### config.mk
export PLATFORM = sky130hd
export DESIGN_NAME = ping_sched
export DESIGN_NICKNAME = d
export VERILOG_FILES = /design/src/rtl/ping_pkg.sv /design/src/rtl/ping_lfsr.sv /design/src/rtl/ping_dual_cnt.sv /design/src/rtl/ping_pick.sv /design/src/rtl/ping_sched.sv
export SDC_FILE = /design/constraint.sdc
export NUM_CORES = 1
export LEC_CHECK = 0
export ABC_AREA = 1
export ABC_CLOCK_PERIOD_IN_PS = 9500
export BUFFER_PORTS_ARGS = -buffer_cell sky130_fd_sc_hd__buf_2
export CAP_MARGIN = 30
export CORE_MARGIN = 2
export CORE_UTILIZATION = 45
export CTS_CLUSTER_DIAMETER = 60
export DETAILED_ROUTE_END_ITERATION = 7
export PLACE_DENSITY = 0.71
export SLEW_MARGIN = 15
export SYNTH_ARGS = -nofsm -noshare
export SYNTH_HDL_FRONTEND = slang
export SYNTH_SLANG_ARGS = --single-unit
### constraint.sdc
create_clock -name clk -period 9.5 [get_ports clk]
set_clock_uncertainty 0.15 [all_clocks]
set_input_delay 2.85 -clock clk [delete_from_list [all_inputs] [get_ports clk]]
set_output_delay 2.85 -clock clk [all_outputs]
set_load 0.005 [all_outputs]
### src/rtl/ping_pkg.sv
`timescale 1ns/1ps
package ping_pkg;
  // Sparse state codes, pairwise at least two bits apart.
  typedef enum logic [5:0] {
    PS_IDLE  = 6'b001011,
    PS_WAIT  = 6'b010101,
    PS_APING = 6'b100110,
    PS_EPING = 6'b111000,
    PS_FAULT = 6'b011110
  } ping_st_e;
endpackage

### src/rtl/ping_lfsr.sv
`timescale 1ns/1ps
module ping_lfsr #(
  parameter int unsigned     W        = 32,
  parameter logic [W-1:0]    SEED     = 32'h5A3C_96E1,
  parameter logic [W-1:0]    TAPS     = 32'h8020_0003,
  parameter int unsigned     PERM_MUL = 13,
  parameter int unsigned     PERM_ADD = 7,
  parameter int unsigned     OUT_W    = 9
) (
  input  logic             clk,
  input  logic             rst,
  output logic [OUT_W-1:0] rnd_o
);
  logic [W-1:0] st;

  // Galois form, advances every cycle
  always_ff @(posedge clk) begin
    if (rst) st <= SEED;
    else     st <= {1'b0, st[W-1:1]} ^ (st[0] ? TAPS : '0);
  end

  // Fixed scramble of output bits: odd multiplier gives a bijection mod W
  for (genvar i = 0; i < OUT_W; i++) begin : g_perm
    assign rnd_o[i] = st[(i * PERM_MUL + PERM_ADD) % W];
  end

  p_lfsr_live_r5: assert property (@(posedge clk) disable iff (rst) st != '0);
endmodule

### src/rtl/ping_dual_cnt.sv
`timescale 1ns/1ps
module ping_dual_cnt #(
  parameter int unsigned W = 16
) (
  input  logic         clk,
  input  logic         rst,
  input  logic         clr_i,
  input  logic         inc_i,
  output logic [W-1:0] cnt_o,
  output logic         mismatch_o
);
  logic [W-1:0] cnt_a, cnt_b;

  always_ff @(posedge clk) begin
    if (rst || clr_i) cnt_a <= '0;
    else if (inc_i)   cnt_a <= cnt_a + W'(1);
  end

  always_ff @(posedge clk) begin
    if (rst || clr_i) cnt_b <= '0;
    else if (inc_i)   cnt_b <= cnt_b + W'(1);
  end

  assign cnt_o      = cnt_a;
  assign mismatch_o = (cnt_a != cnt_b);

  p_cnt_clear_r8: assert property (@(posedge clk) disable iff (rst) clr_i |=> (cnt_o == '0));
endmodule

### src/rtl/ping_pick.sv
`timescale 1ns/1ps
module ping_pick #(
  parameter int unsigned N     = 8,
  parameter int unsigned IDX_W = 3
) (
  input  logic [IDX_W-1:0] start_i,
  input  logic [N-1:0]     elig_i,
  output logic             found_o,
  output logic [IDX_W-1:0] idx_o
);
  int c;

  // First eligible index at or after the random start, wrapping around
  always_comb begin
    found_o = 1'b0;
    idx_o   = '0;
    c       = 0;
    for (int k = 0; k < N; k++) begin
      c = (int'(start_i) + k) % N;
      if (!found_o && elig_i[c]) begin
        found_o = 1'b1;
        idx_o   = IDX_W'(c);
      end
    end
  end

  always_comb begin
    a_pick_elig_r3: assert (!found_o || elig_i[idx_o]);
  end
endmodule

### src/rtl/ping_sched.sv
`timescale 1ns/1ps
module ping_sched
  import ping_pkg::*;
#(
  parameter int unsigned N_ALERT   = 8,
  parameter int unsigned N_ESC     = 4,
  parameter int unsigned CNT_W     = 16,
  parameter int unsigned TMO_RST   = 256,
  parameter int unsigned WAIT_W    = 4,
  parameter int unsigned LFSR_W    = 32,
  parameter logic [LFSR_W-1:0] LFSR_SEED = 32'h5A3C_96E1,
  parameter int unsigned PERM_MUL  = 13,
  parameter int unsigned PERM_ADD  = 7
) (
  input  logic               clk,
  input  logic               rst,
  input  logic               en_wr_i,
  input  logic               en_i,
  input  logic               tmo_wr_i,
  input  logic [CNT_W-1:0]   tmo_i,
  input  logic [N_ALERT-1:0] alert_en_i,
  input  logic [N_ALERT-1:0] alert_open_i,
  input  logic [N_ALERT-1:0] alert_ack_i,
  input  logic [N_ESC-1:0]   esc_ack_i,
  input  logic               local_esc_i,
  output logic [N_ALERT-1:0] alert_ping_o,
  output logic [N_ESC-1:0]   esc_ping_o,
  output logic               alert_fail_o,
  output logic               esc_fail_o
);
  localparam int unsigned A_IDX_W = (N_ALERT > 1) ? $clog2(N_ALERT) : 1;
  localparam int unsigned E_IDX_W = (N_ESC > 1) ? $clog2(N_ESC) : 1;
  localparam int unsigned RND_W   = WAIT_W + A_IDX_W + E_IDX_W;

  ping_st_e           st, st_n;
  logic               en_q;
  logic [CNT_W-1:0]   tmo_q, cnt;
  logic [CNT_W:0]     cnt_nx;
  logic [WAIT_W-1:0]  wait_len;
  logic [A_IDX_W-1:0] a_tgt, a_start, a_pick;
  logic [E_IDX_W-1:0] e_tgt, e_pick;
  logic [RND_W-1:0]   rnd;
  logic [N_ALERT-1:0] elig;
  logic               a_found, cnt_bad, tmo_hit;
  logic               cnt_clr, cnt_inc, go_w, go_a, go_e, afail_n, efail_n;

  ping_lfsr #(
    .W(LFSR_W), .SEED(LFSR_SEED), .TAPS(LFSR_W'(32'h8020_0003)),
    .PERM_MUL(PERM_MUL), .PERM_ADD(PERM_ADD), .OUT_W(RND_W)
  ) u_lfsr (.clk(clk), .rst(rst), .rnd_o(rnd));

  assign elig    = alert_en_i & ~alert_open_i;
  assign a_start = A_IDX_W'(int'(rnd[WAIT_W +: A_IDX_W]) % N_ALERT);
  assign e_pick  = E_IDX_W'(int'(rnd[WAIT_W + A_IDX_W +: E_IDX_W]) % N_ESC);

  ping_pick #(.N(N_ALERT), .IDX_W(A_IDX_W)) u_pick (
    .start_i(a_start), .elig_i(elig), .found_o(a_found), .idx_o(a_pick)
  );

  ping_dual_cnt #(.W(CNT_W)) u_cnt (
    .clk(clk), .rst(rst), .clr_i(cnt_clr), .inc_i(cnt_inc),
    .cnt_o(cnt), .mismatch_o(cnt_bad)
  );

  assign cnt_nx  = {1'b0, cnt} + {{CNT_W{1'b0}}, 1'b1};
  assign tmo_hit = cnt_nx >= {1'b0, tmo_q};

  always_comb begin
    st_n    = st;
    cnt_clr = 1'b0;
    cnt_inc = 1'b0;
    go_w    = 1'b0;
    go_a    = 1'b0;
    go_e    = 1'b0;
    afail_n = 1'b0;
    efail_n = 1'b0;
    if (local_esc_i || cnt_bad) begin
      st_n = PS_FAULT;
    end else begin
      case (st)
        PS_IDLE: if (en_q) begin
          st_n = PS_WAIT; go_w = 1'b1; cnt_clr = 1'b1;
        end
        PS_WAIT: if (cnt == CNT_W'(wait_len)) begin
          cnt_clr = 1'b1;
          if (a_found) begin st_n = PS_APING; go_a = 1'b1; end
          else         begin st_n = PS_EPING; go_e = 1'b1; end
        end else cnt_inc = 1'b1;
        PS_APING: if (alert_ack_i[a_tgt] || tmo_hit) begin
          afail_n = !alert_ack_i[a_tgt];
          st_n = PS_EPING; go_e = 1'b1; cnt_clr = 1'b1;
        end else cnt_inc = 1'b1;
        PS_EPING: if (esc_ack_i[e_tgt] || tmo_hit) begin
          efail_n = !esc_ack_i[e_tgt];
          st_n = PS_WAIT; go_w = 1'b1; cnt_clr = 1'b1;
        end else cnt_inc = 1'b1;
        PS_FAULT: st_n = PS_FAULT;
        default:  st_n = PS_FAULT;
      endcase
    end
  end

  always_ff @(posedge clk) begin
    if (rst) begin
      st           <= PS_IDLE;
      en_q         <= 1'b0;
      tmo_q        <= CNT_W'(TMO_RST);
      wait_len     <= '0;
      a_tgt        <= '0;
      e_tgt        <= '0;
      alert_ping_o <= '0;
      esc_ping_o   <= '0;
      alert_fail_o <= 1'b0;
      esc_fail_o   <= 1'b0;
    end else begin
      st           <= st_n;
      en_q         <= en_q | (en_wr_i & en_i);
      if (tmo_wr_i) tmo_q <= tmo_i;
      alert_fail_o <= afail_n;
      esc_fail_o   <= efail_n;
      if (go_w) wait_len <= rnd[WAIT_W-1:0];
      if (go_a) begin
        a_tgt        <= a_pick;
        alert_ping_o <= {{(N_ALERT-1){1'b0}}, 1'b1} << a_pick;
      end else if (st_n != PS_APING) begin
        alert_ping_o <= '0;
      end
      if (go_e) begin
        e_tgt      <= e_pick;
        esc_ping_o <= {{(N_ESC-1){1'b0}}, 1'b1} << e_pick;
      end else if (st_n != PS_EPING) begin
        esc_ping_o <= '0;
      end
    end
  end

  p_one_ping_r4: assert property (@(posedge clk) disable iff (rst)
    $onehot0({alert_ping_o, esc_ping_o}));
  p_en_sticky_r2: assert property (@(posedge clk) disable iff (rst) en_q |=> en_q);
  p_alert_elig_r3: assert property (@(posedge clk) disable iff (rst)
    $rose(|alert_ping_o) |-> |(alert_ping_o & $past(elig)));
  p_ack_ends_r7: assert property (@(posedge clk) disable iff (rst)
    (st == PS_APING && alert_ack_i[a_tgt] && !local_esc_i) |=> (alert_ping_o == '0) && !alert_fail_o);
  p_afail_src_r8: assert property (@(posedge clk) disable iff (rst)
    alert_fail_o |-> $past(|alert_ping_o) && (alert_ping_o == '0));
  p_efail_src_r8: assert property (@(posedge clk) disable iff (rst)
    esc_fail_o |-> $past(|esc_ping_o) && (esc_ping_o == '0));
  p_local_esc_r10: assert property (@(posedge clk) disable iff (rst)
    local_esc_i |=> (st == PS_FAULT));
  p_fault_quiet_r10: assert property (@(posedge clk) disable iff (rst)
    (st == PS_FAULT) |=> (st == PS_FAULT) && (alert_ping_o == '0) && (esc_ping_o == '0)
                         && !alert_fail_o && !esc_fail_o);
  p_cnt_fault_r10: assert property (@(posedge clk) disable iff (rst)
    cnt_bad |=> (st == PS_FAULT));
endmodule

==> results of run 1 <==
[routing by layer]
layer / global-route usage (%) / vias up / share of wire, %
met5: 0 / - / 0
met3: 3.29 / 16 / 4.0
met4: 6.83 / 0 / 1.5
met2: 29.2 / 106 / 45
li1: - / 2860 / -
met1: 26.3 / 2441 / 50
[critical path, cell delays in order]
cell and delay [ns]:
sky130_fd_sc_hd__buf_2 0.10, sky130_fd_sc_hd__nor4_1 0.34, sky130_fd_sc_hd__nand3_1 0.12, sky130_fd_sc_hd__nor2_1 0.10
sky130_fd_sc_hd__nand2_1 0.14, sky130_fd_sc_hd__inv_1 0.63, sky130_fd_sc_hd__nand2_4 0.48, sky130_fd_sc_hd__o21ai_0 0.30
sky130_fd_sc_hd__a21oi_1 0.08
[registers in the layout, summed over array words and instances (netlist names)]
signal,count
en_q,1
a_tgt,3
alert_fail_o,1
u_lfsr.st,32
u_cnt.cnt_o,16
u_cnt.cnt_b,16
esc_ping_o,4
esc_fail_o,1
e_tgt,2
wait_len,4
alert_ping_o,8
tmo_q,16
st,6
[cell usage in the layout (no fill, tap or decap), types with 2 or more instances in the layout]
| cell type | instances |
|---|---|
| sky130_fd_sc_hd__nand2_1 | 124 |
| sky130_fd_sc_hd__dfxtp_1 | 110 |
| sky130_fd_sc_hd__or2_2 | 10 |
| sky130_fd_sc_hd__clkbuf_16 | 9 |
| sky130_fd_sc_hd__and2_1 | 3 |
| sky130_fd_sc_hd__a211oi_1 | 5 |
| sky130_fd_sc_hd__nand4_4 | 2 |
| sky130_fd_sc_hd__nand3_1 | 73 |
| sky130_fd_sc_hd__a211oi_2 | 11 |
| sky130_fd_sc_hd__nor3_2 | 4 |
| sky130_fd_sc_hd__nand2_2 | 9 |
| sky130_fd_sc_hd__o2111ai_1 | 2 |
| sky130_fd_sc_hd__nand3_2 | 12 |
| sky130_fd_sc_hd__nand2_4 | 3 |
| sky130_fd_sc_hd__nor2_1 | 87 |
| sky130_fd_sc_hd__clkbuf_8 | 2 |
| sky130_fd_sc_hd__inv_1 | 118 |
| sky130_fd_sc_hd__xnor2_1 | 7 |
| sky130_fd_sc_hd__nor4_1 | 8 |
| sky130_fd_sc_hd__a31oi_1 | 3 |
| sky130_fd_sc_hd__nor3_1 | 10 |
| sky130_fd_sc_hd__nand4_1 | 22 |
| sky130_fd_sc_hd__nor3b_1 | 2 |
| sky130_fd_sc_hd__nor2_2 | 4 |
| sky130_fd_sc_hd__inv_2 | 4 |
| sky130_fd_sc_hd__a21oi_1 | 67 |
| sky130_fd_sc_hd__o22ai_1 | 6 |
| sky130_fd_sc_hd__ha_1 | 20 |
| sky130_fd_sc_hd__xor2_1 | 23 |
| sky130_fd_sc_hd__buf_2 | 63 |
| sky130_fd_sc_hd__o21ai_0 | 41 |
| sky130_fd_sc_hd__nor2_4 | 4 |
[power groups by stage]
| stage | combinational (uW) | sequential (uW) | clock (uW) |
|---|---|---|---|
| after floorplan | 102 | 490 | 0 |
| after global placement | 127 | 493 | 0 |
| after detailed placement | 128 | 493 | 0 |
| after CTS | 129 | 483 | 398 |
| after global routing | 149 | 484 | 413 |
| final | 131 | 483 | 387 |
[through the flow]
stage | setup WS [ns] | util (%)
after floorplan | 4.95 | -
after global placement | 4.05 | 49.0
after detailed placement | 4.05 | 49.0
after CTS | 4.41 | 51.4
after global routing | 4.11 | 51.6
final | 4.40 | 51.6
[worst paths after layout]
kind	to	slack (ns)	cells after the start
setup / recovery	u_cnt.cnt_b[10]	4.40	9
hold / removal	u_lfsr.st[24]	0.25	2
setup reg to reg	u_cnt.cnt_b[8]	5.10	20
hold reg to reg	u_lfsr.st[24]	0.25	2
[layout make-up]
type | instances | area, um^2
fill | 1267 | 6440
multi-input combinational | 576 | 3320
sequential | 110 | 2200
inverter | 123 | 462
timing repair buffer | 64 | 343
clock buffer | 11 | 253
tap | 176 | 220
clock inverter | 4 | 55.1
[cell families after synthesis]
logic type               synth area share (%)
buffers and inverters                    10.1
AND/OR/NAND/NOR                          31.4
flip-flops                               35.8
adder cells (fa/ha/maj)                  4.07
AO/OA/AOI/OAI                            13.8
XOR/XNOR                                 4.54
multiplexers                            0.163
==> run summary, run 1 <==
RUN STATUS
--------------------------------------------------------------------------------
Run status ........................................................    completed

PLACEMENT
--------------------------------------------------------------------------------
# placed instances ................................................         1048
Post-detailed-placement cell area ................................. 0.00652 mm^2
Number of port buffers ............................................           63
Routability-driven placement congestion ratio .....................        0.844
Sum of net half-perimeters after detailed placement ...............      9700 um

CLOCKING
--------------------------------------------------------------------------------
CTS buffer count ..................................................            9
Number of H-tree branching levels .................................            3
Insertion delay of the later-clocked pin in the worst-skew pair ...      0.36 ns
Quantity of gates resized following cts ...........................            0
CTS Root Cell ..................................................... sky130_fd_sc_hd__clkbuf_16
Count of hold-fix buffers inserted at cts .........................            0
Sink Count ........................................................          110
Clock tree from TritonCTS .........................................         done
Number of buffers between clock root and the deepest sink .........            2
Clock slew at reported path FFs ...................................      0.07 ns
Postcts setup bufs ................................................            0

FLOORPLANNING
--------------------------------------------------------------------------------
Ports .............................................................           64
Die X-Extent ......................................................       121 um
Initial core utilization ..........................................        46.2%
CORE AREA .........................................................  0.0133 mm^2
Die Outline Area ..................................................  0.0146 mm^2
Die height ........................................................       121 um
Number of cell rows ...............................................           42

WORST SETUP PATH
--------------------------------------------------------------------------------
Startpoint kind of the worst setup timing path ....................   input port
Arr. time, crit path ..............................................      5.16 ns
WS Path Type ...................................................... input port to flip-flop
Worst setup path startpoint .......................................  local_esc_i
Largest driver fanout on the critical path ........................           45
Setup crit end kind ...............................................    flip-flop
Data required time of the critical path ...........................      9.56 ns
Critical register-to-register path startpoint ..................... u_cnt.cnt_o[0]

DRT
--------------------------------------------------------------------------------
# DRC .............................................................            0
Total number of vias ..............................................         5423
Iteration-0 DRC count of the detailed router ......................          502
Post-route ant nets ...............................................            0
Routed WL per cell ................................................      12.3 um
Pre-antenna DRT Iters .............................................            5
Via/cell ratio ....................................................         5.10
Sum of routed wire length over all layers .........................     13100 um

SYNTH
--------------------------------------------------------------------------------
Synth Flop Type ................................................... sky130_fd_sc_hd__dfxtp_1
Part of the Yosys area used for sequential elements ...............        35.8%
Top area cells in the synthesized netlist ......................... sky130_fd_sc_hd__dfxtp_1 36%, sky130_fd_sc_hd__nand2_1 7.6%, sky130_fd_sc_hd__inv_1 7.2%
Asr flop ratio synth ..............................................           0%
Total of flip-flops plus latches after synthesis ..................          110
Commonest cells in the synthesized netlist ........................ 124 x sky130_fd_sc_hd__nand2_1, 118 x sky130_fd_sc_hd__inv_1, 110 x sky130_fd_sc_hd__dfxtp_1, 87 x sky130_fd_sc_hd__nor2_1, 73 x sky130_fd_sc_hd__nand3_1
Synthesized instance count ........................................          835
Post-Syn Area ..................................................... 0.00615 mm^2
Net count of the mapped netlist ...................................          905
Leading area contributor after synthesis .......................... sky130_fd_sc_hd__dfxtp_1
Share of the synthesized area in the top cell type ................        35.8%
Number of distinct library cells after synthesis ..................           48
Yosys warns .......................................................            0
Leading cell type by number of instances after synthesis .......... sky130_fd_sc_hd__nand2_1
Syn_area_per_cell .................................................    7.36 um^2
Post-synth EDFFs ..................................................            0

CELLS AND AREA
--------------------------------------------------------------------------------
Layout-stage area growth over the synthesis result ................        11.5%
Final Net Count ...................................................          954
Post-route cell area .............................................. 0.00686 mm^2
Count of antenna diodes in the layout .............................            0
Layout cell share with drive strength beyond 1 ....................        17.0%
Number of standard cells in the layout, taps in and fillers out ...         1064

STA
--------------------------------------------------------------------------------
Final cycle utilization of the critical path ......................        53.7%
Fmax ..............................................................      196 MHz
Total negative slack for setup checks .............................         0 ns
Hold Violations, Final ............................................            0
Post-route worst hold slack .......................................     0.251 ns
Max-slew violation total from the final report ....................            0
Headroom to the max-slew limit ....................................        47.0%
Min Clock Period, post-route ......................................      5.10 ns
Final Setup Violations ............................................            0
Unrepaired setup endpoints after global routing ...................           no
Worst Max-Slew Pin Slew ...........................................     0.794 ns

POWER
--------------------------------------------------------------------------------
Share of power burned in combinational logic ......................        13.1%
Power per cell area ...............................................  146 mW/mm^2
Net switching fraction of the power ...............................        26.0%
Power Total .......................................................      1000 uW
Internal Power ....................................................       741 uW
Proportion of power drawn by the clock network ....................        38.7%
Switching Power ...................................................       260 uW
Leakage ...........................................................   0.00305 uW
Reg power frac ....................................................        48.3%
Peak ir drop on the vdd network ...................................     0.101 mV

GRT
--------------------------------------------------------------------------------
Combined global-route utilization of all metal layers .............        18.9%
Leftover overflow at the end of global routing ....................            0
Maximum number of pins on one net before global-route repair ......           48
Number of antenna violations at the first check in global routing .            0
Via count of the first global-routing pass ........................         4947
Global-route wire length before repair ............................     22400 um

WORST HOLD PATH
--------------------------------------------------------------------------------
Type of the worst min-delay path .................................. flip-flop to flip-flop
Worst Min Path Start .............................................. u_lfsr.st[25]

RUN
--------------------------------------------------------------------------------
Max-cap violations ................................................            0

Power figures use the tool's default switching activity.
==> inputs of run 2 (changes only) <==
- ABC_AREA: 1 -> 0
- ABC_CLOCK_PERIOD_IN_PS: 9500 -> 4350
- PLACE_DENSITY: 0.71 -> 0.73
- clock period: 9.5 -> 4.35 ns (I/O delays scaled with it)
==> run 2 against run 1 <==
Non-clock buffer count is 20 higher. Area after synthesis is 2.1% lower. Hold slack better by 0.012 ns. Final area is 0.51% higher. Critical endpoint is now alert_ping_o[0]. Largest cell class unchanged.
==> run summary, run 2 <==
RUN STATUS
--------------------------------------------------------------------------------
Run status ........................................................    completed

CELLS AND AREA
--------------------------------------------------------------------------------
Top register by number of flip-flops ..............................    u_lfsr.st
Most common library cell in the layout ignoring fill and taps ..... sky130_fd_sc_hd__dfxtp_1
Fill cells ........................................................         1222
Commonest cells after routing, fill and taps aside ................ 110 x sky130_fd_sc_hd__dfxtp_1, 75 x sky130_fd_sc_hd__nor2_1, 63 x sky130_fd_sc_hd__buf_2, 33 x sky130_fd_sc_hd__mux2i_1, 32 x sky130_fd_sc_hd__xnor2_1
Layout-stage area growth over the synthesis result ................        14.5%
Number of standard cells in the layout, taps in and fillers out ...          892
Number of flip-flops under the largest register name ..............           32
Layout cell share with drive strength beyond 1 ....................        21.2%
Count of antenna diodes in the layout .............................            0
Final Net Count ...................................................          781
Post-route cell area .............................................. 0.00689 mm^2

WORST SETUP PATH
--------------------------------------------------------------------------------
Setup crit end kind ...............................................    flip-flop
Arr. time, crit path ..............................................      4.13 ns
Data required time of the critical path ...........................      4.45 ns
Largest driver fanout on the critical path ........................            8
Startpoint kind of the worst setup timing path ....................    flip-flop
WS Path Type ...................................................... flip-flop to flip-flop
Number of cells traversed by the worst register-to-register path ..           14

DRT
--------------------------------------------------------------------------------
# DRC .............................................................            0
Via/cell ratio ....................................................         5.49
Routed WL per cell ................................................      15.9 um
Post-route ant nets ...............................................            0
Pre-antenna DRT Iters .............................................            5
Sum of routed wire length over all layers .........................     14200 um
Iteration-0 DRC count of the detailed router ......................          315
Total number of vias ..............................................         4897

STA
--------------------------------------------------------------------------------
Final Setup Violations ............................................            0
Total negative slack for setup checks .............................         0 ns
Headroom to the max-slew limit ....................................        45.1%
Hold Violations, Final ............................................            0
Max-slew violation total from the final report ....................            0
Final cycle utilization of the critical path ......................        92.6%
Worst Max-Slew Pin Slew ...........................................     0.816 ns
Fmax ..............................................................      248 MHz
Min Clock Period, post-route ......................................      4.03 ns
Unrepaired setup endpoints after global routing ...................           no

SYNTH
--------------------------------------------------------------------------------
Yosys warns .......................................................            0
Part of the Yosys area used for sequential elements ...............        36.6%
Multiplexer share of the synthesized area .........................        11.5%
Post-synthesis compound-gate area fraction ........................        11.6%
Syn_area_per_cell .................................................    9.27 um^2
Simple-Gate Fraction of Synth Area ................................        23.4%
Leading area contributor after synthesis .......................... sky130_fd_sc_hd__dfxtp_1
Post-Syn Area ..................................................... 0.00602 mm^2
Asr flop ratio synth ..............................................           0%
Synthesized instance count ........................................          649
Leading cell type by number of instances after synthesis .......... sky130_fd_sc_hd__dfxtp_1
Synth Flop Type ................................................... sky130_fd_sc_hd__dfxtp_1
Number of distinct library cells after synthesis ..................           73
Top area cells in the synthesized netlist ......................... sky130_fd_sc_hd__dfxtp_1 37%, sky130_fd_sc_hd__mux2i_1 5.5%, sky130_fd_sc_hd__nor2_1 4.7%
Share of the synthesized area in the top cell type ................        36.6%
Total of flip-flops plus latches after synthesis ..................          110
Commonest cells in the synthesized netlist ........................ 110 x sky130_fd_sc_hd__dfxtp_1, 75 x sky130_fd_sc_hd__nor2_1, 33 x sky130_fd_sc_hd__mux2i_1, 32 x sky130_fd_sc_hd__xnor2_1
Adder and majority gate portion of the synthesized area ...........        4.16%
Post-synth EDFFs ..................................................            0
Post-synthesis xor/xnor area fraction .............................        8.44%
Net count of the mapped netlist ...................................          719
Combinational family with the most area after synthesis ........... simple AND/OR/NAND/NOR gates

GRT
--------------------------------------------------------------------------------
Via count of the first global-routing pass ........................         4904
Global-route wire length before repair ............................     23400 um
Maximum number of pins on one net before global-route repair ......           58
Number of antenna violations at the first check in global routing .            0
Combined global-route utilization of all metal layers .............        20.5%
Leftover overflow at the end of global routing ....................            0

CLOCKING
--------------------------------------------------------------------------------
Insertion delay of the later-clocked pin in the worst-skew pair ...      0.36 ns
Sink Count ........................................................          110
Number of buffers between clock root and the deepest sink .........            2
Number of H-tree branching levels .................................            3
Clock slew at reported path FFs ...................................      0.08 ns
Clock tree from TritonCTS .........................................         done
CTS Root Cell ..................................................... sky130_fd_sc_hd__clkbuf_16
CTS buffer count ..................................................            9
Postcts setup bufs ................................................            0

PLACEMENT
--------------------------------------------------------------------------------
Routability-driven placement congestion ratio .....................        0.958
Number of port buffers ............................................           63
# placed instances ................................................          876
Post-detailed-placement cell area ................................. 0.00657 mm^2
Sum of net half-perimeters after detailed placement ...............     10800 um

FLOORPLANNING
--------------------------------------------------------------------------------
Die height ........................................................       120 um
Die Outline Area ..................................................  0.0143 mm^2
Number of cell rows ...............................................           42
Ports .............................................................           64
Die X-Extent ......................................................       120 um
CORE AREA .........................................................  0.0131 mm^2
Initial core utilization ..........................................        45.8%

POWER
--------------------------------------------------------------------------------
Power per cell area ...............................................  319 mW/mm^2
Leakage ...........................................................   0.00298 uW
Peak ir drop on the vdd network ...................................     0.367 mV

RUN
--------------------------------------------------------------------------------
Max-cap violations ................................................            0

WORST HOLD PATH
--------------------------------------------------------------------------------
Hold depth ........................................................            1
Type of the worst min-delay path .................................. flip-flop to flip-flop

-- run 2: cell types whose count changed after synthesis, sizes merged, moves of 10 or more --
cell    before  now
mux4         0   12
nor2        96   75
o21ai       42   16
nand3       86   14
xnor2        8   32
inv        122   29
mux2i        1   33
clkbuf      11   22
a21oi       68   23
and3         0   10
nor2b        0   28
nand2      136   29
nand4       25    3
-- run 2: metal layers --
| metal | global-route usage, % | vias up | wire [um] |
|---|---|---|---|
| li1 | - | 2410 | - |
| met1 | 25.8 | 2312 | 6530 |
| met2 | 34.7 | 145 | 6620 |
| met3 | 4.18 | 30 | 682 |
| met4 | 7.50 | 0 | 322 |
| met5 | 0 | - | 0 |
-- run 2: stage by stage --
step | total power [uW] | hold WS [ns] | util (%) | setup WS (ns)
6_report | 2200 | 0.263 | 52.5 | 0.322
5_1_grt | 2280 | 0.280 | 52.5 | 0.0231
4_1_cts | 2210 | 0.264 | 52.3 | 0.108
3_5_place_dp | 1390 | 0.247 | 50.0 | 0.144
3_3_place_gp | 1380 | 0.241 | 50.0 | 0.321
2_1_floorplan | 1310 | 0.239 | - | 0.493
-- run 2: worst paths after layout --
path                  start              end  slack, ns
max          u_cnt.cnt_o[0]  alert_ping_o[0]       0.32
min           u_lfsr.st[13]    u_lfsr.st[12]       0.26
min reg2reg   u_lfsr.st[13]    u_lfsr.st[12]       0.26
max reg2reg  u_cnt.cnt_o[0]  alert_ping_o[0]       0.32
-- run 2: logic make-up (layout without fill, tap and decap cells) --
logic type	Yosys count	count (layout)
buf+inv	63	130
xor+xnor	58	58
mux	52	52
fa+ha+maj	20	20
simple gates	252	252
flops	110	110
compound gates	94	94
-- run 2: critical path: stages, from the launching register on --
cell and delay, ns:
sky130_fd_sc_hd__dfxtp_1 0.47, sky130_fd_sc_hd__ha_1 0.27, sky130_fd_sc_hd__and3_1 0.19, sky130_fd_sc_hd__and4_1 0.29
sky130_fd_sc_hd__and4_1 0.26, sky130_fd_sc_hd__nand3_1 0.14, sky130_fd_sc_hd__xnor2_1 0.18, sky130_fd_sc_hd__ha_1 0.32
sky130_fd_sc_hd__nand3_1 0.11, sky130_fd_sc_hd__nor4_1 0.37, sky130_fd_sc_hd__o21ai_2 0.19, sky130_fd_sc_hd__a31oi_2 0.28
sky130_fd_sc_hd__nor3_1 0.11, sky130_fd_sc_hd__and3_1 0.34, sky130_fd_sc_hd__a22o_1 0.26
-- run 2: cell type report --
cell class | instances | area, um^2 | area share, %
clock buffers | 9 | 225 | 3.27
inverters | 30 | 113 | 1.63
flip-flops and latches | 110 | 2200 | 32.0
well taps | 176 | 220 | 3.20
clock inverters | 7 | 71.3 | 1.03
repair buffers | 84 | 485 | 7.04
multi-input cells | 476 | 3570 | 51.9
-- run 2: where the power goes --
group / total [uW] / switching (uW) / internal [uW]
clock: 819 / 412 / 407
combinational: 312 / 170 / 141
sequential: 1070 / 26.7 / 1040
total: 2200 / 609 / 1590
-- run 2: timing repair --
item                       in CTS  in global routing
hold buffers                    0                  0
setup endpoints to repair       0                 49
resized for setup               0                  5
==> inputs of run 3 (changes only) <==
- CORE_UTILIZATION: 45 -> 53
- PLACE_DENSITY: 0.73 -> 0.83
==> run 3 against run 2 <==
Clock power is 1% higher. Hold slack better by 0.00062 ns. Final cell count is 4.4% lower. Highest routed layer unchanged. Global-route usage is 2.9 points higher. Maximum frequency hardly changed. Largest power group unchanged. Setup slack better by 0.0014 ns. Clock-buffer cell count stayed put. Flip-flop and latch count stayed put.
==> run summary, run 3 (same netlist as run 2, synthesis figures left out) <==
RUN STATUS
--------------------------------------------------------------------------------
Run status ........................................................    completed

WORST SETUP PATH
--------------------------------------------------------------------------------
Startpoint kind of the worst setup timing path ....................    flip-flop
Delay of the slowest cell on the worst path .......................      0.46 ns
R2R Setup Slk .....................................................      0.32 ns
Setup crit end kind ...............................................    flip-flop
Number of cells traversed by the worst register-to-register path ..           14
Crit path max-delay cell type ..................................... sky130_fd_sc_hd__dfxtp_1
Critical register-to-register path startpoint ..................... u_cnt.cnt_o[1]
WS Path Type ...................................................... flip-flop to flip-flop
End of the worst register-to-register path ........................ u_cnt.cnt_b[15]
Arr. time, crit path ..............................................      4.15 ns
Largest driver fanout on the critical path ........................            8
Data required time of the critical path ...........................      4.48 ns
Series of cell instances along the critical path .................. ha_1 -> and3_1 -> and4_1 -> and4_1 -> nand3_1 -> xnor2_1 -> ha_1 -> nand3_1 -> nor4_1 -> o21ai_1 -> a41oi_4 -> buf_4 -> and4bb_2 -> a211oi_1

CELLS AND AREA
--------------------------------------------------------------------------------
Number of flip-flops under the largest register name ..............           32
Layout-stage area growth over the synthesis result ................        13.8%
Final Net Count ...................................................          778
Commonest cells after routing, fill and taps aside ................ 110 x sky130_fd_sc_hd__dfxtp_1, 75 x sky130_fd_sc_hd__nor2_1, 63 x sky130_fd_sc_hd__buf_2, 33 x sky130_fd_sc_hd__mux2i_1, 32 x sky130_fd_sc_hd__xnor2_1
Top register by number of flip-flops ..............................    u_lfsr.st
Layout cell share with drive strength beyond 1 ....................        20.8%
Count of antenna diodes in the layout .............................            0
Most common library cell in the layout ignoring fill and taps ..... sky130_fd_sc_hd__dfxtp_1

DRT
--------------------------------------------------------------------------------
Routed WL per cell ................................................      16.3 um
Via/cell ratio ....................................................         5.77
Post-route ant nets ...............................................            0
Pre-antenna DRT Iters .............................................            5
Iteration-0 DRC count of the detailed router ......................          270
Sum of routed wire length over all layers .........................     13900 um
# DRC .............................................................            0
Total number of vias ..............................................         4922

GRT
--------------------------------------------------------------------------------
Via count of the first global-routing pass ........................         4994
Combined global-route utilization of all metal layers .............        23.4%
Leftover overflow at the end of global routing ....................            0
Maximum number of pins on one net before global-route repair ......           58
Number of antenna violations at the first check in global routing .            0
Global-route wire length before repair ............................     23600 um

FLOORPLANNING
--------------------------------------------------------------------------------
Initial core utilization ..........................................        55.0%
Die X-Extent ......................................................       111 um
Die Outline Area ..................................................  0.0122 mm^2
Ports .............................................................           64
CORE AREA .........................................................  0.0109 mm^2
Die height ........................................................       111 um
Number of cell rows ...............................................           38

WORST HOLD PATH
--------------------------------------------------------------------------------
Worst Min Path Start .............................................. u_lfsr.st[29]
End point of the worst hold path .................................. u_lfsr.st[28]
Type of the worst min-delay path .................................. flip-flop to flip-flop
Hold depth ........................................................            1

POWER
--------------------------------------------------------------------------------
Leakage ...........................................................   0.00300 uW
Peak ir drop on the vdd network ...................................     0.336 mV
Power per cell area ...............................................  322 mW/mm^2
Power Total .......................................................      2210 uW

STA
--------------------------------------------------------------------------------
Max-slew violation total from the final report ....................            0
Unrepaired setup endpoints after global routing ...................           no
Fmax ..............................................................      248 MHz
Final cycle utilization of the critical path ......................        92.6%
Headroom to the max-slew limit ....................................        50.6%
Min Clock Period, post-route ......................................      4.03 ns
Total negative slack for setup checks .............................         0 ns
Worst Max-Slew Pin Slew ...........................................     0.735 ns
Final Setup Violations ............................................            0
Hold Violations, Final ............................................            0

RUN
--------------------------------------------------------------------------------
Max-cap violations ................................................            0

CLOCKING
--------------------------------------------------------------------------------
Postcts setup bufs ................................................            0
Number of H-tree branching levels .................................            3
CTS buffer count ..................................................            9
Insertion delay of the later-clocked pin in the worst-skew pair ...      0.36 ns
Sink Count ........................................................          110
Quantity of gates resized following cts ...........................            0
Number of buffers between clock root and the deepest sink .........            2
Clock slew at reported path FFs ...................................      0.08 ns
Count of hold-fix buffers inserted at cts .........................            0
Clock tree from TritonCTS .........................................         done
CTS Root Cell ..................................................... sky130_fd_sc_hd__clkbuf_16

PLACEMENT
--------------------------------------------------------------------------------
Routability-driven placement congestion ratio .....................        0.982
Sum of net half-perimeters after detailed placement ...............     10500 um
Number of port buffers ............................................           63

[run 3: changes by cell type in the layout (fill, tap and decap cells not counted), sizes merged]
| cell | before | now |
|---|---|---|
| inv | 33 | 31 |
| clkinvlp | 1 | 0 |
| buf | 84 | 81 |
| clkinv | 3 | 6 |
[run 3: how the worst max path moves through the flow]
stage | endpoint | slack (ns) | from | cells past startpoint
after floorplan | u_cnt.cnt_b[15] | 0.49 | u_cnt.cnt_o[0] | 15
after global placement | u_cnt.cnt_b[7] | 0.43 | u_cnt.cnt_o[10] | 15
after detailed placement | u_cnt.cnt_b[11] | 0.22 | u_cnt.cnt_o[1] | 15
after CTS | u_cnt.cnt_b[5] | 0.20 | u_cnt.cnt_o[1] | 15
after global routing | u_cnt.cnt_b[9] | 0.005 | u_cnt.cnt_o[1] | 17
final | u_cnt.cnt_b[15] | 0.32 | u_cnt.cnt_o[1] | 14
[run 3: final cells by class]
| cell class | count | area (um^2) |
|---|---|---|
| timing repair buffer | 81 | 463 |
| tap | 140 | 175 |
| clock buffer | 9 | 225 |
| sequential | 110 | 2200 |
| clock inverter | 7 | 88.8 |
| multi-input combinational | 476 | 3580 |
| fill | 915 | 4090 |
| inverter | 30 | 113 |
[run 3: metal layers]
metal	wire [um]	vias up	GRT usage, %
li1	-	2410	-
met5	0	-	0
met4	252	0	8.58
met1	5980	2330	29.4
met3	863	21	5.49
met2	6770	161	39.2
[run 3: where the power goes]
group | switching [uW] | internal, uW | total (uW)
sequential | 26.7 | 1040 | 1070
combinational | 170 | 141 | 311
clock | 417 | 413 | 830
[run 3: worst max-delay path: cells and delay by family (launching register included)]
| family | cells | cell delay, ns |
|---|---|---|
| buf+inv | 1 | 0.22 |
| xor+xnor | 1 | 0.16 |
| flops | 1 | 0.46 |
| simple gates | 7 | 1.54 |
| compound gates | 3 | 0.85 |
| fa+ha+maj | 2 | 0.58 |
[run 3: stage by stage]
stage	cells	util (%)	setup slack (ns)	instance area, um^2	hold WS, ns
after floorplan	649	-	0.493	6020	0.239
after global placement	837	59.5	0.426	6510	0.241
after detailed placement	837	59.5	0.224	6510	0.244
after CTS	853	62.4	0.197	6830	0.263
after global routing	853	62.6	0.00470	6850	0.264
final	853	62.6	0.324	6850	0.264
